===== src/rtl/tmr_voter_pkg.sv =====
package tmr_voter_pkg;

    localparam int unsigned NUM_CH = 3;
    localparam int unsigned QUORUM = 2;

    typedef enum logic [1:0] {
        ST_NORMAL   = 2'd0,
        ST_DEGRADED = 2'd1,
        ST_TRIPPED  = 2'd2
    } vstate_e;

    typedef enum logic [2:0] {
        AL_NONE      = 3'd0,
        AL_DEGRADED  = 3'd1,
        AL_LOST      = 3'd2,
        AL_TIMEOUT   = 3'd3,
        AL_OVERSPEED = 3'd4
    } alarm_e;

endpackage


===== src/rtl/tmr_vote_count.sv =====
module tmr_vote_count #(
    parameter int unsigned NCH        = 3,
    parameter int unsigned SPEED_W    = 16,
    parameter int unsigned TRIP_LIMIT = 5000,
    localparam int unsigned CNT_W     = $clog2(NCH + 1)
) (
    input  logic                         clk,
    input  logic                         rst_n,
    input  logic [NCH-1:0]               valid,
    input  logic [NCH-1:0][SPEED_W-1:0]  speed,
    output logic [CNT_W-1:0]             n_valid,
    output logic [CNT_W-1:0]             n_above
);

    localparam logic [SPEED_W-1:0] LIMIT_V = SPEED_W'(TRIP_LIMIT);

    logic [NCH-1:0] above;

    for (genvar g = 0; g < NCH; g++) begin : g_ch
        assign above[g] = valid[g] && (speed[g] > LIMIT_V);
    end

    always_comb begin
        n_valid = '0;
        n_above = '0;
        for (int i = 0; i < NCH; i++) begin
            n_valid = n_valid + CNT_W'(valid[i]);
            n_above = n_above + CNT_W'(above[i]);
        end
    end

    // invalid channels never contribute to the vote
    assert_above_subset_R4: assert property (@(posedge clk) disable iff (!rst_n)
        n_above <= n_valid);

endmodule


===== src/rtl/tmr_dwell_timer.sv =====
module tmr_dwell_timer #(
    parameter int unsigned MAX_S  = 86400,
    localparam int unsigned TW    = $clog2(MAX_S + 2)
) (
    input  logic          clk,
    input  logic          rst_n,
    input  logic          clear,
    input  logic          run,
    input  logic          tick,
    output logic          over
);

    localparam logic [TW-1:0] SAT_V = TW'(MAX_S + 1);
    localparam logic [TW-1:0] MAX_V = TW'(MAX_S);

    logic [TW-1:0] elapsed_d, elapsed_q;

    always_comb begin
        elapsed_d = elapsed_q;
        if (clear) begin
            elapsed_d = '0;
        end else if (run && tick && (elapsed_q != SAT_V)) begin
            elapsed_d = elapsed_q + 1'b1;
        end
    end

    always_ff @(posedge clk or negedge rst_n) begin
        if (!rst_n) elapsed_q <= '0;
        else        elapsed_q <= elapsed_d;
    end

    assign over = elapsed_q > MAX_V;

    assert_elapsed_sat_R7: assert property (@(posedge clk) disable iff (!rst_n)
        elapsed_q <= SAT_V);

    assert_clear_restart_R9: assert property (@(posedge clk) disable iff (!rst_n)
        clear |=> (elapsed_q == '0));

endmodule


===== src/rtl/tmr_trip_voter.sv =====
module tmr_trip_voter
    import tmr_voter_pkg::*;
#(
    parameter int unsigned SPEED_W        = 16,
    parameter int unsigned TRIP_LIMIT     = 5000,
    parameter int unsigned MAX_DEGRADED_S = 86400
) (
    input  logic                            clk,
    input  logic                            rst_n,
    input  logic                            sample_stb,
    input  logic                            sec_tick,
    input  logic                            repair,
    input  logic [2:0]                      ch_valid,
    input  logic [2:0][SPEED_W-1:0]         ch_speed,
    output logic                            trip,
    output logic [1:0]                      status,
    output logic                            alarm_stb,
    output logic [2:0]                      alarm_code
);

    localparam int unsigned CNT_W = $clog2(NUM_CH + 1);
    localparam logic [CNT_W-1:0] QUORUM_V = CNT_W'(QUORUM);

    typedef struct packed {
        vstate_e st;
        logic    a_stb;
        alarm_e  a_code;
    } vreg_t;

    vreg_t r_d, r_q;

    logic [CNT_W-1:0] n_valid, n_above;
    logic             over;
    logic             tmr_clear;
    logic             repaired;

    tmr_vote_count #(
        .NCH        (NUM_CH),
        .SPEED_W    (SPEED_W),
        .TRIP_LIMIT (TRIP_LIMIT)
    ) u_count (
        .clk     (clk),
        .rst_n   (rst_n),
        .valid   (ch_valid),
        .speed   (ch_speed),
        .n_valid (n_valid),
        .n_above (n_above)
    );

    tmr_dwell_timer #(
        .MAX_S (MAX_DEGRADED_S)
    ) u_timer (
        .clk   (clk),
        .rst_n (rst_n),
        .clear (tmr_clear),
        .run   (r_q.st == ST_DEGRADED),
        .tick  (sec_tick),
        .over  (over)
    );

    assign repaired = (r_q.st == ST_DEGRADED) && repair && (&ch_valid);

    always_comb begin
        vstate_e eff;
        r_d       = r_q;
        r_d.a_stb = 1'b0;
        tmr_clear = 1'b0;
        eff       = r_q.st;
        if (r_q.st != ST_TRIPPED) begin
            if (repaired) begin
                eff       = ST_NORMAL;
                tmr_clear = 1'b1;
            end
            r_d.st = eff;
            if (sample_stb) begin
                if (n_valid < QUORUM_V) begin
                    r_d.st     = ST_TRIPPED;
                    r_d.a_stb  = 1'b1;
                    r_d.a_code = AL_LOST;
                end else if ((eff == ST_DEGRADED) && over) begin
                    r_d.st     = ST_TRIPPED;
                    r_d.a_stb  = 1'b1;
                    r_d.a_code = AL_TIMEOUT;
                end else if (n_above >= QUORUM_V) begin
                    r_d.st     = ST_TRIPPED;
                    r_d.a_stb  = 1'b1;
                    r_d.a_code = AL_OVERSPEED;
                end else if ((n_valid == QUORUM_V) && (eff == ST_NORMAL)) begin
                    r_d.st     = ST_DEGRADED;
                    r_d.a_stb  = 1'b1;
                    r_d.a_code = AL_DEGRADED;
                    tmr_clear  = 1'b1;
                end
            end
        end
    end

    always_ff @(posedge clk or negedge rst_n) begin
        if (!rst_n) begin
            r_q.st     <= ST_NORMAL;
            r_q.a_stb  <= 1'b0;
            r_q.a_code <= AL_NONE;
        end else begin
            r_q <= r_d;
        end
    end

    assign trip       = (r_q.st == ST_TRIPPED);
    assign status     = r_q.st;
    assign alarm_stb  = r_q.a_stb;
    assign alarm_code = r_q.a_code;

    assert_trip_latched_R8: assert property (@(posedge clk) disable iff (!rst_n)
        trip |=> (trip && !alarm_stb));

    assert_status_legal_R10: assert property (@(posedge clk) disable iff (!rst_n)
        status != 2'd3);

    assert_lost_trip_R5: assert property (@(posedge clk) disable iff (!rst_n)
        (sample_stb && !trip && ($countones(ch_valid) < 2))
        |=> (trip && alarm_stb && (alarm_code == AL_LOST)));

    assert_vote_trip_R3: assert property (@(posedge clk) disable iff (!rst_n)
        (sample_stb && (status == ST_NORMAL) && (&ch_valid) && (n_above >= QUORUM_V))
        |=> (trip && alarm_stb && (alarm_code == AL_OVERSPEED)));

    assert_timeout_trip_R7: assert property (@(posedge clk) disable iff (!rst_n)
        (sample_stb && (status == ST_DEGRADED) && over && !repaired
         && ($countones(ch_valid) >= 2))
        |=> (trip && (alarm_code == AL_TIMEOUT)));

    assert_degraded_entry_R6: assert property (@(posedge clk) disable iff (!rst_n)
        (sample_stb && (status == ST_NORMAL) && ($countones(ch_valid) == 2)
         && (n_above < QUORUM_V))
        |=> ((status == ST_DEGRADED) && alarm_stb && (alarm_code == AL_DEGRADED)));

    assert_no_strobe_quiet_R10: assert property (@(posedge clk) disable iff (!rst_n)
        (!sample_stb && !trip) |=> (!alarm_stb && !trip));

endmodule


===== config.mk =====
export PLATFORM = sky130hd
export DESIGN_NAME = tmr_trip_voter
export DESIGN_NICKNAME = d
export VERILOG_FILES = /design/src/rtl/tmr_voter_pkg.sv /design/src/rtl/tmr_vote_count.sv /design/src/rtl/tmr_dwell_timer.sv /design/src/rtl/tmr_trip_voter.sv
export SDC_FILE = /design/constraint.sdc
export NUM_CORES = 1
export LEC_CHECK = 0
export BUFFER_PORTS_ARGS = -buffer_cell sky130_fd_sc_hd__buf_2
export CAP_MARGIN = 5
export CORE_ASPECT_RATIO = 0.6
export CORE_UTILIZATION = 45
export CTS_CLUSTER_SIZE = 8
export DETAILED_ROUTE_END_ITERATION = 6
export GPL_TIMING_DRIVEN = 0
export PLACE_DENSITY_LB_ADDON = 0.12
export SYNTH_ARGS = -nofsm -noshare
export SYNTH_HDL_FRONTEND = slang
export SYNTH_HIERARCHICAL = 1
export SYNTH_SLANG_ARGS = --single-unit

===== constraint.sdc =====
create_clock -name clk -period 1.8 [get_ports clk]
set_input_delay 0.18 -clock clk [delete_from_list [all_inputs] [get_ports clk]]
set_output_delay 0.18 -clock clk [all_outputs]
set_load 0.05 [all_outputs]

Word level (Yosys, flattened, before mapping) --
Index checks and enable logic that the tools add are counted.
Storage, ports and cells: flip-flop bits (word level) 23, output and inout bits 7, bits of input ports 56, logic and storage cells 52
Cells by class: add/subtract/negate cells 5, magnitude comparators 6, reductions and logical operators 14, multiplexer cells 17, eq/ne operators 6
Operator list (count):
- 16-bit by 13-bit greater-than comparator with 1-bit output, second input constant | 3
- 17-bit 2-to-1 mux | 2
- 6-bit 2-to-1 mux | 5
- 17-bit by 1-bit adder with 17-bit output, second input constant | 1
- 17-bit greater-than comparator, second input constant | 1
- 17-bit inequality test, second input constant | 1
- 1-bit logical AND | 9
- 1-bit 2-to-1 mux | 7
- 3-bit AND reduction | 2
- 1-bit by 1-bit adder with 2-bit output | 2
- 2-bit by 1-bit adder with 2-bit output | 2
- 2-bit by 1-bit == test with 1-bit output, second input constant | 2
- 2-bit == test, second input constant | 2
- 2-bit 2-to-1 mux | 2
- 4-bit 2-to-1 mux | 1
- 4-bit nonzero test | 1
- 2-bit >= comparator, second input constant | 1
- 2-bit zero test | 1
- 2-bit less-than comparator, second input constant | 1
- 2-bit inequality test, second input constant | 1
- 2-bit nonzero test | 1

Longest topological paths before layout --
Gate-level depths: netlist of the first run.
word-level depth 14, gate-level depth with buffers 10, gate-level depth less buffers 9

Hierarchy --
The synthesis of the first run kept the hierarchy.
By module, submodules not included:
- tmr_dwell_timer | area an instance 1059.8 µm², times used 1, seq. area each 425.4 µm², cells an instance 119
- tmr_trip_voter | area an instance 364.1 µm², times used 1, seq. area each 150.1 µm², cells an instance 37
- tmr_vote_count | area an instance 276.5 µm², times used 1, seq. area each 0.0 µm², cells an instance 32

Worst setup path before layout of the first run --
Ideal clock, no wire load.
path type input port to flip-flop, start in ch_speed[6] (netlist bit), end reg u_timer.elapsed_q[16], path slack -740 ps, path buffers 1, data required time 1675 ps, stages 9, library setup time 125 ps, data arrival time 2415 ps, cell sequence or3_1 > o211a_1 > fa_1 > nor4_1 > a21oi_1 > nor2_1 > clkbuf_1 > nor2_1 > mux2_2
Between the ends: word-level cells in the longest chain between the ends 11, elaborated cells between the ends (all ways) 12, those cells by class add/sub (2); order compare (2); mux (6); reduce/logical (2)
Ends and longest elaborated chain:
- start, declared | RTL line tmr_trip_voter.sv:14 | input logic [2:0][SPEED_W-1:0] ch_speed,
- 16-bit by 13-bit greater-than comparator with 1-bit output * | RTL line tmr_vote_count.sv:20 | assign above[g] = valid[g] && (speed[g] > LIMIT_V);
- 1-bit logical AND * | RTL line tmr_vote_count.sv:20
- 1-bit by 1-bit adder with 2-bit output * | RTL line tmr_vote_count.sv:28 | n_above = n_above + CNT_W'(above[i]);
- 2-bit by 1-bit adder with 2-bit output * | RTL line tmr_vote_count.sv:28
- named net n_above[1] | RTL line tmr_trip_voter.sv:32 | logic [CNT_W-1:0] n_valid, n_above;
- 2-bit >= comparator * | RTL line tmr_trip_voter.sv:84 | end else if (n_above >= QUORUM_V) begin
- 1-bit 2-to-1 mux * | RTL line tmr_trip_voter.sv:84
- 1-bit 2-to-1 mux * | RTL line tmr_trip_voter.sv:80 | end else if ((eff == ST_DEGRADED) && over) begin
- 1-bit 2-to-1 mux * | RTL line tmr_trip_voter.sv:76 | if (n_valid < QUORUM_V) begin
- 1-bit 2-to-1 mux * | RTL line tmr_trip_voter.sv:75 | if (sample_stb) begin
- 1-bit 2-to-1 mux * | RTL line tmr_trip_voter.sv:69 | if (r_q.st != ST_TRIPPED) begin
- named net tmr_clear | RTL line tmr_trip_voter.sv:34 | logic tmr_clear;
- 17-bit 2-to-1 mux or 2-bit nonzero test (tied branches)
- end signal, assigned | RTL line tmr_dwell_timer.sv:29 | else elapsed_q <= elapsed_d;
- end, declared | RTL line tmr_dwell_timer.sv:16 | logic [TW-1:0] elapsed_d, elapsed_q;
Mark *: on every way through the listed nets, which the timed path passes. The rest lies on a longest branch. A chain may end at the register's enable or synchronous reset.

Final worst setup path of the first run --
start in ch_speed[32] (netlist bit), end reg u_timer.elapsed_q[0]
Between the ends: word-level cells in the longest chain between the ends 10, elaborated cells between the ends (all ways) 11, those cells by class add/sub (1); order compare (2); mux (6); reduce/logical (2)
Ends and longest elaborated chain (RTL line):
- 16-bit by 13-bit greater-than comparator with 1-bit output * | tmr_vote_count.sv:20
- 1-bit logical AND * | tmr_vote_count.sv:20
- 2-bit by 1-bit adder with 2-bit output * | tmr_vote_count.sv:28
- named net n_above[1] | tmr_trip_voter.sv:32
- 2-bit >= comparator * | tmr_trip_voter.sv:84
- 1-bit 2-to-1 mux * | tmr_trip_voter.sv:84
- 1-bit 2-to-1 mux * | tmr_trip_voter.sv:80
- 1-bit 2-to-1 mux * | tmr_trip_voter.sv:76
- 1-bit 2-to-1 mux * | tmr_trip_voter.sv:75
- 1-bit 2-to-1 mux * | tmr_trip_voter.sv:69
- named net tmr_clear | tmr_trip_voter.sv:34
- 17-bit 2-to-1 mux or 2-bit nonzero test (tied branches)
Marks and branches as above.

==> impl_metrics.prom, run 1 <==
# TYPE chip_impl_metric gauge
chip_impl_metric{name="wire_per_inst",unit="um"} 15.47
chip_impl_metric{name="synth-seq-cells",unit=""} 23
chip_impl_info{name="type_of_the_setup_path_with_the_least_slack",value="in -> reg"} 1
chip_impl_info{name="failed_checks",value="setup timing"} 1
chip_impl_metric{name="clk_pin_slew",unit="ps"} 90
chip_impl_metric{name="cp.required",unit="ps"} 1950
chip_impl_metric{name="grt-ovfl-total",unit=""} 0
chip_impl_metric{name="detail-route-antenna-nets",unit=""} 0
chip_impl_info{name="yosysTopAreaCell",value="sky130_fd_sc_hd__dfrtp_1"} 1
chip_impl_metric{name="dr.pass1.iters",unit=""} 4
chip_impl_metric{name="layout_skew",unit="ps"} 9.935
chip_impl_info{name="cells_along_the_critical_path",value="buf_6, nor4b_2, nand4b_1, o211a_1, fa_2, nor4_4, a21oi_2, nor2_4, clkbuf_8, nor2_1, mux2_4"} 1
chip_impl_info{name="worst_setup_path_startpoint",value="ch_speed[32]"} 1
chip_impl_metric{name="fin_crit",unit="ps"} 2122
chip_impl_info{name="ys_dominant_reg_cell",value="sky130_fd_sc_hd__dfrtp_1"} 1
chip_impl_metric{name="drv_slew",unit=""} 0
chip_impl_metric{name="min_period_over_period",unit="%"} 117.9
chip_impl_metric{name="max_buffers_root_to_sink",unit=""} 2
chip_impl_metric{name="grt_first_pass_wirelength",unit="um"} 8286
chip_impl_metric{name="place_hpwl",unit="um"} 3411
chip_impl_metric{name="finalSetupTns",unit="ps"} -5067
chip_impl_info{name="setup.worst_path.end_class",value="flop"} 1
chip_impl_metric{name="design.die.area",unit="um^2"} 4037
chip_impl_info{name="tritoncts",value="done"} 1
chip_impl_metric{name="pin_count_of_the_biggest_net_entering_global_routing",unit=""} 24
chip_impl_metric{name="power_density",unit="nW/um^2"} 483.6
chip_impl_metric{name="worst_ep_arrival_time",unit="ps"} 2270
chip_impl_metric{name="critPathMaxStageDelay",unit="ps"} 430
chip_impl_metric{name="maxClockFrequency",unit="MHz"} 471.3
chip_impl_metric{name="post_synth_instance_area",unit="um^2"} 1700
chip_impl_info{name="critical_path.reg2reg.startpoint",value="u_timer/elapsed_q[13]$_DFFE_PN0P_"} 1
chip_impl_metric{name="std_cell_rows",unit=""} 16
chip_impl_metric{name="finalWirelength",unit="um"} 4874
chip_impl_info{name="clk_root_buffer_cell",value="sky130_fd_sc_hd__clkbuf_8"} 1
chip_impl_metric{name="antennaDiodeCount",unit=""} 0
chip_impl_metric{name="rrSetupSlack",unit="ps"} -190
chip_impl_metric{name="slew_headroom",unit="%"} 64.94
chip_impl_metric{name="critPathMaxFanout",unit=""} 5
chip_impl_metric{name="gr-usage-all-layers",unit="%"} 27.44
chip_impl_metric{name="yosys_warnings",unit=""} 6
chip_impl_metric{name="dp_worst_setup_slack",unit="ps"} -886.2
chip_impl_metric{name="p_leak",unit="nW"} 1.077
chip_impl_info{name="synthTopCellsByCount",value="sky130_fd_sc_hd__dfrtp_1, sky130_fd_sc_hd__nor2_1, sky130_fd_sc_hd__o21ai_0, sky130_fd_sc_hd__nand2_1, sky130_fd_sc_hd__a21oi_1"} 1
chip_impl_metric{name="report.final.setup_viol",unit=""} 23
chip_impl_metric{name="netlist.area_leader.share",unit="%"} 33.85
chip_impl_metric{name="floorplan.core_area",unit="um^2"} 3423
chip_impl_metric{name="minimum_setup_slack_in_the_final_design",unit="ps"} -321.7
chip_impl_info{name="rsz0062_at_grt",value="yes"} 1
chip_impl_metric{name="detailroute.via_count",unit=""} 1765
chip_impl_metric{name="number_of_drc_violations_after_detailed_routing",unit=""} 0
chip_impl_info{name="most_frequent_cell_after_synthesis",value="sky130_fd_sc_hd__dfrtp_1"} 1
chip_impl_info{name="regToRegEndpoint",value="alarm_code[1]$_DFFE_PN0P_"} 1
chip_impl_metric{name="htree_num_levels",unit=""} 1
chip_impl_info{name="critical_path.startpoint_type",value="primary input"} 1
chip_impl_info{name="hp-class",value="in -> reg"} 1
chip_impl_metric{name="via_count_of_the_first_global_routing_pass",unit=""} 1687
chip_impl_metric{name="start_util",unit="%"} 49.67
chip_impl_metric{name="synth_cell_type_count",unit=""} 49
chip_impl_info{name="crit_path_top_delay_cell",value="sky130_fd_sc_hd__fa_2"} 1
chip_impl_metric{name="portBuffers",unit=""} 62
chip_impl_metric{name="grt_antenna_before_repair",unit=""} 0
chip_impl_metric{name="first_iter_violations",unit=""} 112
chip_impl_metric{name="die_extent_in_x",unit="um"} 81.36
chip_impl_metric{name="worstSkewPairLatency",unit="ps"} 270
chip_impl_metric{name="cts_buffers",unit=""} 3
chip_impl_metric{name="worst-r2r-cell-count",unit=""} 8
chip_impl_metric{name="chipHeight",unit="um"} 49.62
chip_impl_metric{name="synth_cells",unit=""} 188
chip_impl_metric{name="synth_area_per_cell",unit="um^2"} 9.045
chip_impl_metric{name="clock-sinks",unit=""} 23
chip_impl_metric{name="max_cap_viol_count",unit=""} 0
chip_impl_info{name="run_status",value="finished, violations left"} 1
chip_impl_metric{name="vdd_drop_max",unit="uV"} 339.5
chip_impl_metric{name="synth-edff-count",unit=""} 0
chip_impl_metric{name="synthArstFlopShare",unit="%"} 100.0
chip_impl_info{name="crit_end",value="u_timer/elapsed_q[0]$_DFFE_PN0P_"} 1
chip_impl_metric{name="syn_to_final_growth",unit="%"} 43.86
chip_impl_metric{name="drt-vias-per-instance",unit=""} 5.603
chip_impl_metric{name="final_layout_size_suffix_gt1_share",unit="%"} 45.93
chip_impl_metric{name="nets_finish",unit=""} 332
chip_impl_metric{name="synth_sequential_area_ratio",unit="%"} 33.85
chip_impl_metric{name="synth_fp_nets",unit=""} 249
chip_impl_metric{name="tightestPinTransition",unit="ps"} 526.0
chip_impl_metric{name="finalHoldViolCount",unit=""} 0
chip_impl_metric{name="ios",unit=""} 63
chip_impl_metric{name="gpl.final_weighted_congestion",unit=""} 0.8222
chip_impl_info{name="synth_area_leaders",value="sky130_fd_sc_hd__dfrtp_1, sky130_fd_sc_hd__mux2_2, sky130_fd_sc_hd__nor2_1, sky130_fd_sc_hd__o21ai_0, sky130_fd_sc_hd__a21oi_1"} 1
report_power, final:
group          leakage [nW]  switching, mW  internal [mW]
clock                0.0255          0.177          0.155
sequential            0.299         0.0157          0.537
combinational         0.753          0.176          0.122
total                  1.08          0.369          0.814
final cells by class:
| cell class | instances | area, um^2 |
|---|---|---|
| inverters | 6 | 22.52 |
| plain buffers | 7 | 71.32 |
| well taps | 45 | 56.30 |
| repair buffers | 78 | 469.2 |
| clock inverters | 1 | 5.005 |
| multi-input cells | 152 | 1201 |
| fillers | 270 | 977.2 |
| clock buffers | 3 | 41.29 |
| flip-flops and latches | 23 | 579.3 |
critical path, delay by kind of cell:
kind	cells	cell delay [ps]
muxes	1	260
AOI/OAI and AO/OA	2	320
and+or+nand+nor	5	790
buffers and inverters	2	290
adders and majority gates	1	430
sequential cells by signal, indices dropped and copies added, names as in the netlist:
register / flops
alarm_code: 3
alarm_stb: 1
status: 2
u_timer/elapsed_q: 17
what timing repair did:
item	in CTS	in global routing
hold buffers	1	0
resized for setup	29	5
buffers inserted	13	0
setup endpoints to repair	23	23
pin swaps	7	2
gates cloned	2	0
endpoints found under the hold margin	23	0
layout by cell type, fill, tap and decap left out, types with 4 or more instances in the layout:
cell type,Yosys,routed
sky130_fd_sc_hd__a21oi_1,10,9
sky130_fd_sc_hd__and2_1,4,4
sky130_fd_sc_hd__and4_1,5,5
sky130_fd_sc_hd__buf_2,2,59
sky130_fd_sc_hd__buf_4,1,13
sky130_fd_sc_hd__buf_6,0,7
sky130_fd_sc_hd__clkbuf_8,0,7
sky130_fd_sc_hd__dfrtp_1,23,20
sky130_fd_sc_hd__inv_1,6,6
sky130_fd_sc_hd__mux2_4,0,7
sky130_fd_sc_hd__nand2_1,12,11
sky130_fd_sc_hd__nand4_1,7,7
sky130_fd_sc_hd__nor2_1,19,16
sky130_fd_sc_hd__nor2b_1,7,5
sky130_fd_sc_hd__nor3_2,3,4
sky130_fd_sc_hd__o21ai_0,13,10
sky130_fd_sc_hd__or3_1,7,7
sky130_fd_sc_hd__xor2_1,4,4
routing by layer:
| layer | routed length (um) | GRT usage, % |
|---|---|---|
| met1 | 2463 | 43.48 |
| met2 | 1928 | 37.36 |
| met3 | 482 | 7.407 |
| met4 | 0 | 2.679 |
| met5 | 0 | 0 |
metrics by stage:
step                      power [mW]  instances  utilization [%]  hold WS, ps  cell area [um^2]
after global routing           1.253        315            71.45        180.9              2446
after CTS                      1.179        315            70.65        172.9              2419
after global placement        0.8248        295            62.50        183.9              2140
after detailed placement      0.8301        295            62.50        187.0              2140
after floorplan               0.7071        188                -       -115.6              1773
final                          1.183        315            71.45        174.6              2446
worst min-delay path by stage:
stage,cells past startpoint,slack [ps],to,from
after global routing,3,180,status[1]$_DFFE_PN0N_,sample_stb
after CTS,3,170,status[1]$_DFFE_PN0N_,sample_stb
after global placement,1,180,u_timer/elapsed_q[7]$_DFFE_PN0P_,rst_n
after detailed placement,1,190,u_timer/elapsed_q[7]$_DFFE_PN0P_,rst_n
final,3,170,status[1]$_DFFE_PN0N_,sample_stb
after floorplan,0,-120,alarm_code[0]$_DFFE_PN0P_,rst_n
cells by family (layout without fill, tap and decap cells):
logic type      after synthesis  after routing  share of synthesized area, %
flops                        23             23                         33.85
mux                           8              8                         5.225
xor+xnor                      5              5                         2.575
simple gates                 92             92                         33.92
fa+ha+maj                     5              5                         4.563
compound gates               42             42                         16.63
buf+inv                      13             95                         3.238
Power figures use the tool's default switching activity.
==> run 2, diff against run 1 <==
--- a/config.mk
+++ b/config.mk
@@ -11,9 +11,10 @@
 export CORE_UTILIZATION = 45
 export CTS_CLUSTER_SIZE = 8
 export DETAILED_ROUTE_END_ITERATION = 6
-export GPL_TIMING_DRIVEN = 0
 export PLACE_DENSITY_LB_ADDON = 0.12
+export REMOVE_ABC_BUFFERS = 1
 export SYNTH_ARGS = -nofsm -noshare
 export SYNTH_HDL_FRONTEND = slang
 export SYNTH_HIERARCHICAL = 1
 export SYNTH_SLANG_ARGS = --single-unit
+export TNS_END_PERCENT = 50
==> run 2 against run 1 <==
The run still ends with setup timing left. Sequential power about the same. Sequential share of layout area is 0.19 points lower. Clock power down 3%. Hold slack improved by 52 ps. Setup slack better by 52 ps. Clock-buffer cell count is 1 higher. Critical path depth decreased by 1. Sequential cell count is the same. First-iteration DRC count decreased by 0.89%. Via count up 1.8%. Largest cell class unchanged. Largest power group unchanged. Highest routed layer is now met4.
==> impl_metrics.prom, run 2 (synthesis results as in run 1) <==
# TYPE chip_impl_metric gauge
chip_impl_info{name="most-common-layout-cells",value="sky130_fd_sc_hd__buf_2, sky130_fd_sc_hd__buf_4, sky130_fd_sc_hd__dfrtp_1"} 1
chip_impl_metric{name="detailroute.via_count",unit=""} 1797
chip_impl_metric{name="tightestPinTransition",unit="ps"} 529.2
chip_impl_metric{name="htree_num_levels",unit=""} 1
chip_impl_metric{name="chipHeight",unit="um"} 49.62
chip_impl_metric{name="clk_pin_slew",unit="ps"} 80
chip_impl_metric{name="report.final.setup_viol",unit=""} 20
chip_impl_metric{name="fin_crit",unit="ps"} 2069
chip_impl_metric{name="hold-path-cell-count",unit=""} 3
chip_impl_metric{name="drv_slew",unit=""} 0
chip_impl_metric{name="nets_finish",unit=""} 347
chip_impl_metric{name="dr.pass1.iters",unit=""} 4
chip_impl_metric{name="max_buffers_root_to_sink",unit=""} 2
chip_impl_metric{name="worstSkewPairLatency",unit="ps"} 270
chip_impl_metric{name="final_core_util",unit="%"} 71.71
chip_impl_metric{name="vdd_drop_max",unit="uV"} 359.5
chip_impl_metric{name="gpl.final_weighted_congestion",unit=""} 0.8909
chip_impl_metric{name="maxClockFrequency",unit="MHz"} 483.3
chip_impl_metric{name="clock-sinks",unit=""} 23
chip_impl_metric{name="antennaDiodeCount",unit=""} 0
chip_impl_metric{name="grt_antenna_before_repair",unit=""} 0
chip_impl_metric{name="hold_slack",unit="ps"} 226.7
chip_impl_info{name="run_status",value="finished, violations left"} 1
chip_impl_info{name="cells_along_the_critical_path",value="buf_2, or3_1, o211a_1, fa_2, nor4_2, a21oi_1, nor2_2, buf_4, nor2_1, mux2_4"} 1
chip_impl_info{name="register_with_the_most_flip_flops",value="u_timer/elapsed_q"} 1
chip_impl_metric{name="finalSetupTns",unit="ps"} -3956
chip_impl_metric{name="drt-vias-per-instance",unit=""} 5.445
chip_impl_metric{name="first_iter_violations",unit=""} 111
chip_impl_metric{name="slew_headroom",unit="%"} 64.72
chip_impl_metric{name="wire_per_inst",unit="um"} 14.42
chip_impl_metric{name="grt-ovfl-total",unit=""} 0
chip_impl_metric{name="dp_worst_setup_slack",unit="ps"} -637.0
chip_impl_metric{name="grt_first_pass_wirelength",unit="um"} 7990
chip_impl_metric{name="worst_ep_arrival_time",unit="ps"} 2220
chip_impl_metric{name="pin_count_of_the_biggest_net_entering_global_routing",unit=""} 24
chip_impl_metric{name="cp.required",unit="ps"} 1950
chip_impl_metric{name="start_util",unit="%"} 49.67
chip_impl_metric{name="cp_num_buf_inv",unit=""} 2
chip_impl_metric{name="largest_register_ff_count",unit=""} 17
chip_impl_metric{name="p_leak",unit="nW"} 1.127
chip_impl_metric{name="design.die.area",unit="um^2"} 4037
chip_impl_info{name="setup.worst_path.end_class",value="flop"} 1
chip_impl_info{name="tritoncts",value="done"} 1
chip_impl_metric{name="gr-usage-all-layers",unit="%"} 25.99
chip_impl_info{name="top_signal_layer_used",value="met4"} 1
chip_impl_metric{name="min_period_over_period",unit="%"} 115.0
chip_impl_metric{name="routed-wl-met2",unit="um"} 1937
chip_impl_metric{name="floorplan.core_area",unit="um^2"} 3423
chip_impl_info{name="critical_path.top_delay_family",value="simple AND/OR/NAND/NOR gates"} 1
chip_impl_metric{name="power_density",unit="nW/um^2"} 475.7
chip_impl_metric{name="std_cell_rows",unit=""} 16
chip_impl_metric{name="syn_to_final_growth",unit="%"} 44.37
chip_impl_metric{name="dp.cells",unit=""} 322
chip_impl_metric{name="finalWirelength",unit="um"} 4758
chip_impl_metric{name="finished_layout_cells",unit=""} 330
chip_impl_metric{name="worstSetupPathDepth",unit=""} 10
chip_impl_metric{name="place_hpwl",unit="um"} 3756
chip_impl_metric{name="via_count_of_the_first_global_routing_pass",unit=""} 1682
chip_impl_info{name="failed_checks",value="setup timing"} 1
chip_impl_info{name="crit_path_top_delay_cell",value="sky130_fd_sc_hd__fa_2"} 1
chip_impl_info{name="type_of_the_setup_path_with_the_least_slack",value="in -> reg"} 1
chip_impl_metric{name="minimum_setup_slack_in_the_final_design",unit="ps"} -269.3
chip_impl_metric{name="cts_buffers",unit=""} 3
chip_impl_metric{name="layout_skew",unit="ps"} 7.160
chip_impl_info{name="critical_path.startpoint_type",value="primary input"} 1
chip_impl_metric{name="portBuffers",unit=""} 62
chip_impl_metric{name="finalHoldViolCount",unit=""} 0
chip_impl_metric{name="detail_route.wirelength.met1",unit="um"} 2487
chip_impl_metric{name="worst-r2r-cell-count",unit=""} 5
chip_impl_metric{name="critPathMaxFanout",unit=""} 3
chip_impl_metric{name="max_cap_viol_count",unit=""} 0
chip_impl_info{name="clk_root_buffer_cell",value="sky130_fd_sc_hd__clkbuf_8"} 1
chip_impl_metric{name="ios",unit=""} 63
chip_impl_metric{name="number_of_drc_violations_after_detailed_routing",unit=""} 0
chip_impl_info{name="layout_commonest_cell",value="sky130_fd_sc_hd__buf_2"} 1
chip_impl_info{name="hp-class",value="in -> reg"} 1
chip_impl_metric{name="die_extent_in_x",unit="um"} 81.36
chip_impl_metric{name="dr_wl_met3",unit="um"} 319
chip_impl_metric{name="critPathMaxStageDelay",unit="ps"} 400
chip_impl_info{name="rsz0062_at_grt",value="yes"} 1
chip_impl_metric{name="detail-route-antenna-nets",unit=""} 0
chip_impl_metric{name="final_layout_size_suffix_gt1_share",unit="%"} 46.32
## run 2: through the flow
stage | instance area, um^2 | power, mW
after CTS | 2427 | 1.182
after global placement | 2290 | 0.8393
after detailed placement | 2290 | 0.8444
final | 2455 | 1.168
after floorplan | 1668 | 0.7011
after global routing | 2455 | 1.230
## run 2: power breakdown
part / total, mW / switching, mW / internal, mW
clock network: 0.321 / 0.163 / 0.158
registers: 0.552 / 0.0145 / 0.537
logic: 0.295 / 0.167 / 0.128
## run 2: worst paths after layout
check                                          start                                 to  slack (ps)
max                                     ch_speed[22]  u_timer/elapsed_q[10]$_DFFE_PN0P_        -270
min                                       sample_stb              status[1]$_DFFE_PN0N_         230
max reg2reg                    status[1]$_DFFE_PN0N_  u_timer/elapsed_q[11]$_DFFE_PN0P_        -170
min reg2reg                alarm_code[1]$_DFFE_PN0P_          alarm_code[1]$_DFFE_PN0P_         500
max in group asynchronous                      rst_n  u_timer/elapsed_q[13]$_DFFE_PN0P_        1000
min in group asynchronous                      rst_n   u_timer/elapsed_q[1]$_DFFE_PN0P_         420
## run 2: metal layers
metal / vias to the layer above / track usage, %
met5: - / 0
met4: 0 / 2.679
met3: 4 / 6.111
met2: 61 / 35.97
met1: 835 / 41.15
li1: 897 / -
## run 2: layout make-up
type | instances | area [um^2]
Fill cell | 293 | 968.4
Inverter | 6 | 22.52
Timing Repair Buffer | 100 | 625.6
Tap cell | 45 | 56.30
Multi-Input combinational cell | 152 | 1129
Sequential cell | 23 | 576.8
Clock buffer | 4 | 45.04
## run 2: worst reg2reg max path: stages, from the launching register on
cell and delay [ps]:
sky130_fd_sc_hd__dfrtp_1 380, sky130_fd_sc_hd__nor2b_1 270, sky130_fd_sc_hd__nand2_1 170, sky130_fd_sc_hd__or4b_4 590, sky130_fd_sc_hd__or3_1 320, sky130_fd_sc_hd__a21oi_1 160
## run 2: timing repair
item | CTS | global route
hold endpoints to repair | 23 | 0
buffers inserted | 3 | 0
hold buffers | 1 | 0
cloned | 1 | 0
pin swaps | 9 | 3
gates resized for setup | 15 | 11
setup endpoints to repair | 23 | 23
==> run 3, diff against run 2 <==
--- a/config.mk
+++ b/config.mk
@@ -9,6 +9,7 @@
 export CAP_MARGIN = 5
 export CORE_ASPECT_RATIO = 0.6
 export CORE_UTILIZATION = 45
+export CTS_BUF_LIST = sky130_fd_sc_hd__clkbuf_4 sky130_fd_sc_hd__clkbuf_8 sky130_fd_sc_hd__clkbuf_16
 export CTS_CLUSTER_SIZE = 8
 export DETAILED_ROUTE_END_ITERATION = 6
 export PLACE_DENSITY_LB_ADDON = 0.12
==> run 3 against run 2 <==
The flow still finishes with violations (setup timing). Clock power rose by 5%. Wire length fell by 0.11%. Highest routed layer unchanged. Cell count did not move. Critical path depth did not move. Sequential power barely moved. First-iteration DRC count fell by 3.6%. Critical endpoint unchanged. Via count rose by 0.11%. Largest power group unchanged. Sequential cell count did not move. Combinational power barely moved.
==> impl_metrics.prom, run 3 (synthesis results as in run 1) <==
# TYPE chip_impl_metric gauge
chip_impl_info{name="critical_path.top_delay_family",value="simple AND/OR/NAND/NOR gates"} 1
chip_impl_metric{name="min_period_over_period",unit="%"} 115.1
chip_impl_metric{name="start_util",unit="%"} 49.67
chip_impl_info{name="register_with_the_most_flip_flops",value="u_timer/elapsed_q"} 1
chip_impl_info{name="clk_root_buffer_cell",value="sky130_fd_sc_hd__clkbuf_8"} 1
chip_impl_metric{name="wire_per_inst",unit="um"} 14.40
chip_impl_info{name="failed_checks",value="setup timing"} 1
chip_impl_metric{name="critPathMaxStageDelay",unit="ps"} 400
chip_impl_info{name="setup.worst_path.end_class",value="flop"} 1
chip_impl_info{name="critical_path.startpoint_type",value="primary input"} 1
chip_impl_metric{name="clock-sinks",unit=""} 23
chip_impl_metric{name="ios",unit=""} 63
chip_impl_metric{name="gpl.final_weighted_congestion",unit=""} 0.8909
chip_impl_metric{name="cp.required",unit="ps"} 1960
chip_impl_metric{name="layout_skew",unit="ps"} 3.335
chip_impl_info{name="rsz0062_at_grt",value="yes"} 1
chip_impl_metric{name="cp_num_buf_inv",unit=""} 2
chip_impl_info{name="most-common-layout-cells",value="sky130_fd_sc_hd__buf_2, sky130_fd_sc_hd__buf_4, sky130_fd_sc_hd__dfrtp_1"} 1
chip_impl_metric{name="finalHoldViolCount",unit=""} 0
chip_impl_metric{name="minimum_setup_slack_in_the_final_design",unit="ps"} -271.1
chip_impl_info{name="layout_commonest_cell",value="sky130_fd_sc_hd__buf_2"} 1
chip_impl_info{name="tritoncts",value="done"} 1
chip_impl_metric{name="chipHeight",unit="um"} 49.62
chip_impl_metric{name="largest_register_ff_count",unit=""} 17
chip_impl_metric{name="grt_antenna_before_repair",unit=""} 0
chip_impl_metric{name="finalSetupTns",unit="ps"} -4053
chip_impl_metric{name="max_buffers_root_to_sink",unit=""} 2
chip_impl_info{name="hp-class",value="in -> reg"} 1
chip_impl_metric{name="placed_cell_area",unit="um^2"} 2290
chip_impl_metric{name="antennaDiodeCount",unit=""} 0
chip_impl_metric{name="syn_to_final_growth",unit="%"} 44.52
chip_impl_metric{name="slew_headroom",unit="%"} 64.69
chip_impl_metric{name="post-route-cell-area",unit="um^2"} 2457
chip_impl_metric{name="htree_num_levels",unit=""} 1
chip_impl_metric{name="vdd_drop_max",unit="uV"} 364.2
chip_impl_metric{name="dr.pass1.iters",unit=""} 4
chip_impl_metric{name="clk_pin_slew",unit="ps"} 80
chip_impl_metric{name="die_extent_in_x",unit="um"} 81.36
chip_impl_metric{name="drt-vias-per-instance",unit=""} 5.452
chip_impl_metric{name="pin_count_of_the_biggest_net_entering_global_routing",unit=""} 24
chip_impl_metric{name="report.final.setup_viol",unit=""} 20
chip_impl_metric{name="number_of_drc_violations_after_detailed_routing",unit=""} 0
chip_impl_metric{name="gr-usage-all-layers",unit="%"} 25.95
chip_impl_info{name="cells_along_the_critical_path",value="buf_2, or3_1, o211a_1, fa_2, nor4_2, a21oi_1, nor2_2, buf_4, nor2_1, mux2_4"} 1
chip_impl_metric{name="power_density",unit="nW/um^2"} 482.2
chip_impl_metric{name="cts_buffers",unit=""} 3
chip_impl_metric{name="nets_finish",unit=""} 347
chip_impl_metric{name="via_count_of_the_first_global_routing_pass",unit=""} 1685
chip_impl_metric{name="std_cell_rows",unit=""} 16
chip_impl_info{name="type_of_the_setup_path_with_the_least_slack",value="in -> reg"} 1
chip_impl_metric{name="place_hpwl",unit="um"} 3756
chip_impl_metric{name="floorplan.core_area",unit="um^2"} 3423
chip_impl_metric{name="worst_ep_arrival_time",unit="ps"} 2230
chip_impl_metric{name="detailroute.via_count",unit=""} 1799
chip_impl_metric{name="first_iter_violations",unit=""} 107
chip_impl_metric{name="fin_crit",unit="ps"} 2071
chip_impl_metric{name="grt-ovfl-total",unit=""} 0
chip_impl_metric{name="portBuffers",unit=""} 62
chip_impl_metric{name="p_leak",unit="nW"} 1.127
chip_impl_metric{name="maxClockFrequency",unit="MHz"} 482.8
chip_impl_metric{name="drv_slew",unit=""} 0
chip_impl_metric{name="detail-route-antenna-nets",unit=""} 0
chip_impl_info{name="crit_path_top_delay_cell",value="sky130_fd_sc_hd__fa_2"} 1
chip_impl_metric{name="grt_first_pass_wirelength",unit="um"} 7983
chip_impl_metric{name="design.die.area",unit="um^2"} 4037
chip_impl_metric{name="critPathMaxFanout",unit=""} 3
chip_impl_metric{name="post-layout-total-power",unit="mW"} 1.185
chip_impl_metric{name="final_layout_size_suffix_gt1_share",unit="%"} 47.02
chip_impl_metric{name="finalWirelength",unit="um"} 4753
chip_impl_metric{name="max_cap_viol_count",unit=""} 0
chip_impl_metric{name="worstSkewPairLatency",unit="ps"} 270
chip_impl_info{name="run_status",value="finished, violations left"} 1
chip_impl_metric{name="tightestPinTransition",unit="ps"} 529.6
run 3: cell counts in the layout (fill, tap and decap cells not counted):
No cell type changed its count.
run 3: cell type report:
class	instances	area, um^2
Fill cell	292	965.9
Sequential cell	23	578.1
Timing Repair Buffer	100	625.6
Inverter	6	22.52
Multi-Input combinational cell	152	1126
Tap cell	45	56.30
Clock buffer	4	48.80
run 3: worst paths after layout:
kind	cells past startpoint	end	slack, ps	from
max	10	u_timer/elapsed_q[10]$_DFFE_PN0P_	-270	ch_speed[22]
min	3	status[1]$_DFFE_PN0N_	190	sample_stb
max reg2reg	5	u_timer/elapsed_q[11]$_DFFE_PN0P_	-170	status[1]$_DFFE_PN0N_
min reg2reg	1	alarm_code[1]$_DFFE_PN0P_	500	alarm_code[1]$_DFFE_PN0P_
max in group asynchronous	2	u_timer/elapsed_q[2]$_DFFE_PN0P_	1000	rst_n
min in group asynchronous	2	alarm_code[0]$_DFFE_PN0P_	420	rst_n
run 3: worst reg2reg max path, delay by kind of cell, from the launching register on:
family | cells | cell delay [ps]
and+or+nand+nor | 4 | 1350
DFF | 1 | 380
AOI/OAI and AO/OA | 1 | 170
run 3: power by group:
group / internal [mW] / leakage (nW) / total [mW] / switching, mW
logic: 0.128 / 0.802 / 0.297 / 0.169
registers: 0.537 / 0.299 / 0.552 / 0.0147
clock network: 0.173 / 0.0262 / 0.336 / 0.163
total: 0.839 / 1.13 / 1.18 / 0.346
run 3: stage by stage:
step           util [%]  instances  hold slack [ps]  setup WS, ps
3_3_place_gp      66.89        322            186.4        -585.4
2_1_floorplan         -        181           -115.6         -1050
3_5_place_dp      66.89        322            191.0        -637.0
6_report          71.78        330            191.0        -271.1
4_1_cts           71.02        330            205.3        -267.5
5_1_grt           71.78        330            199.1        -358.6
run 3: routing by layer:
metal  global-route usage (%)  vias to the layer above  share of wire [%]
li1                         -                      900                  -
met1                    40.92                      844                 53
met2                    36.11                       51                 41
met3                    6.111                        4                5.8
met4                    2.679                        0               0.29
met5                        0                        -                  0
run 3: timing repair:
action,in CTS,in global routing
cloned,1,0
endpoints found under the setup margin,23,23
setup buffers,3,0
hold buffers,1,0
pin swaps,9,2
resized for setup,15,12
hold endpoints to repair,23,0
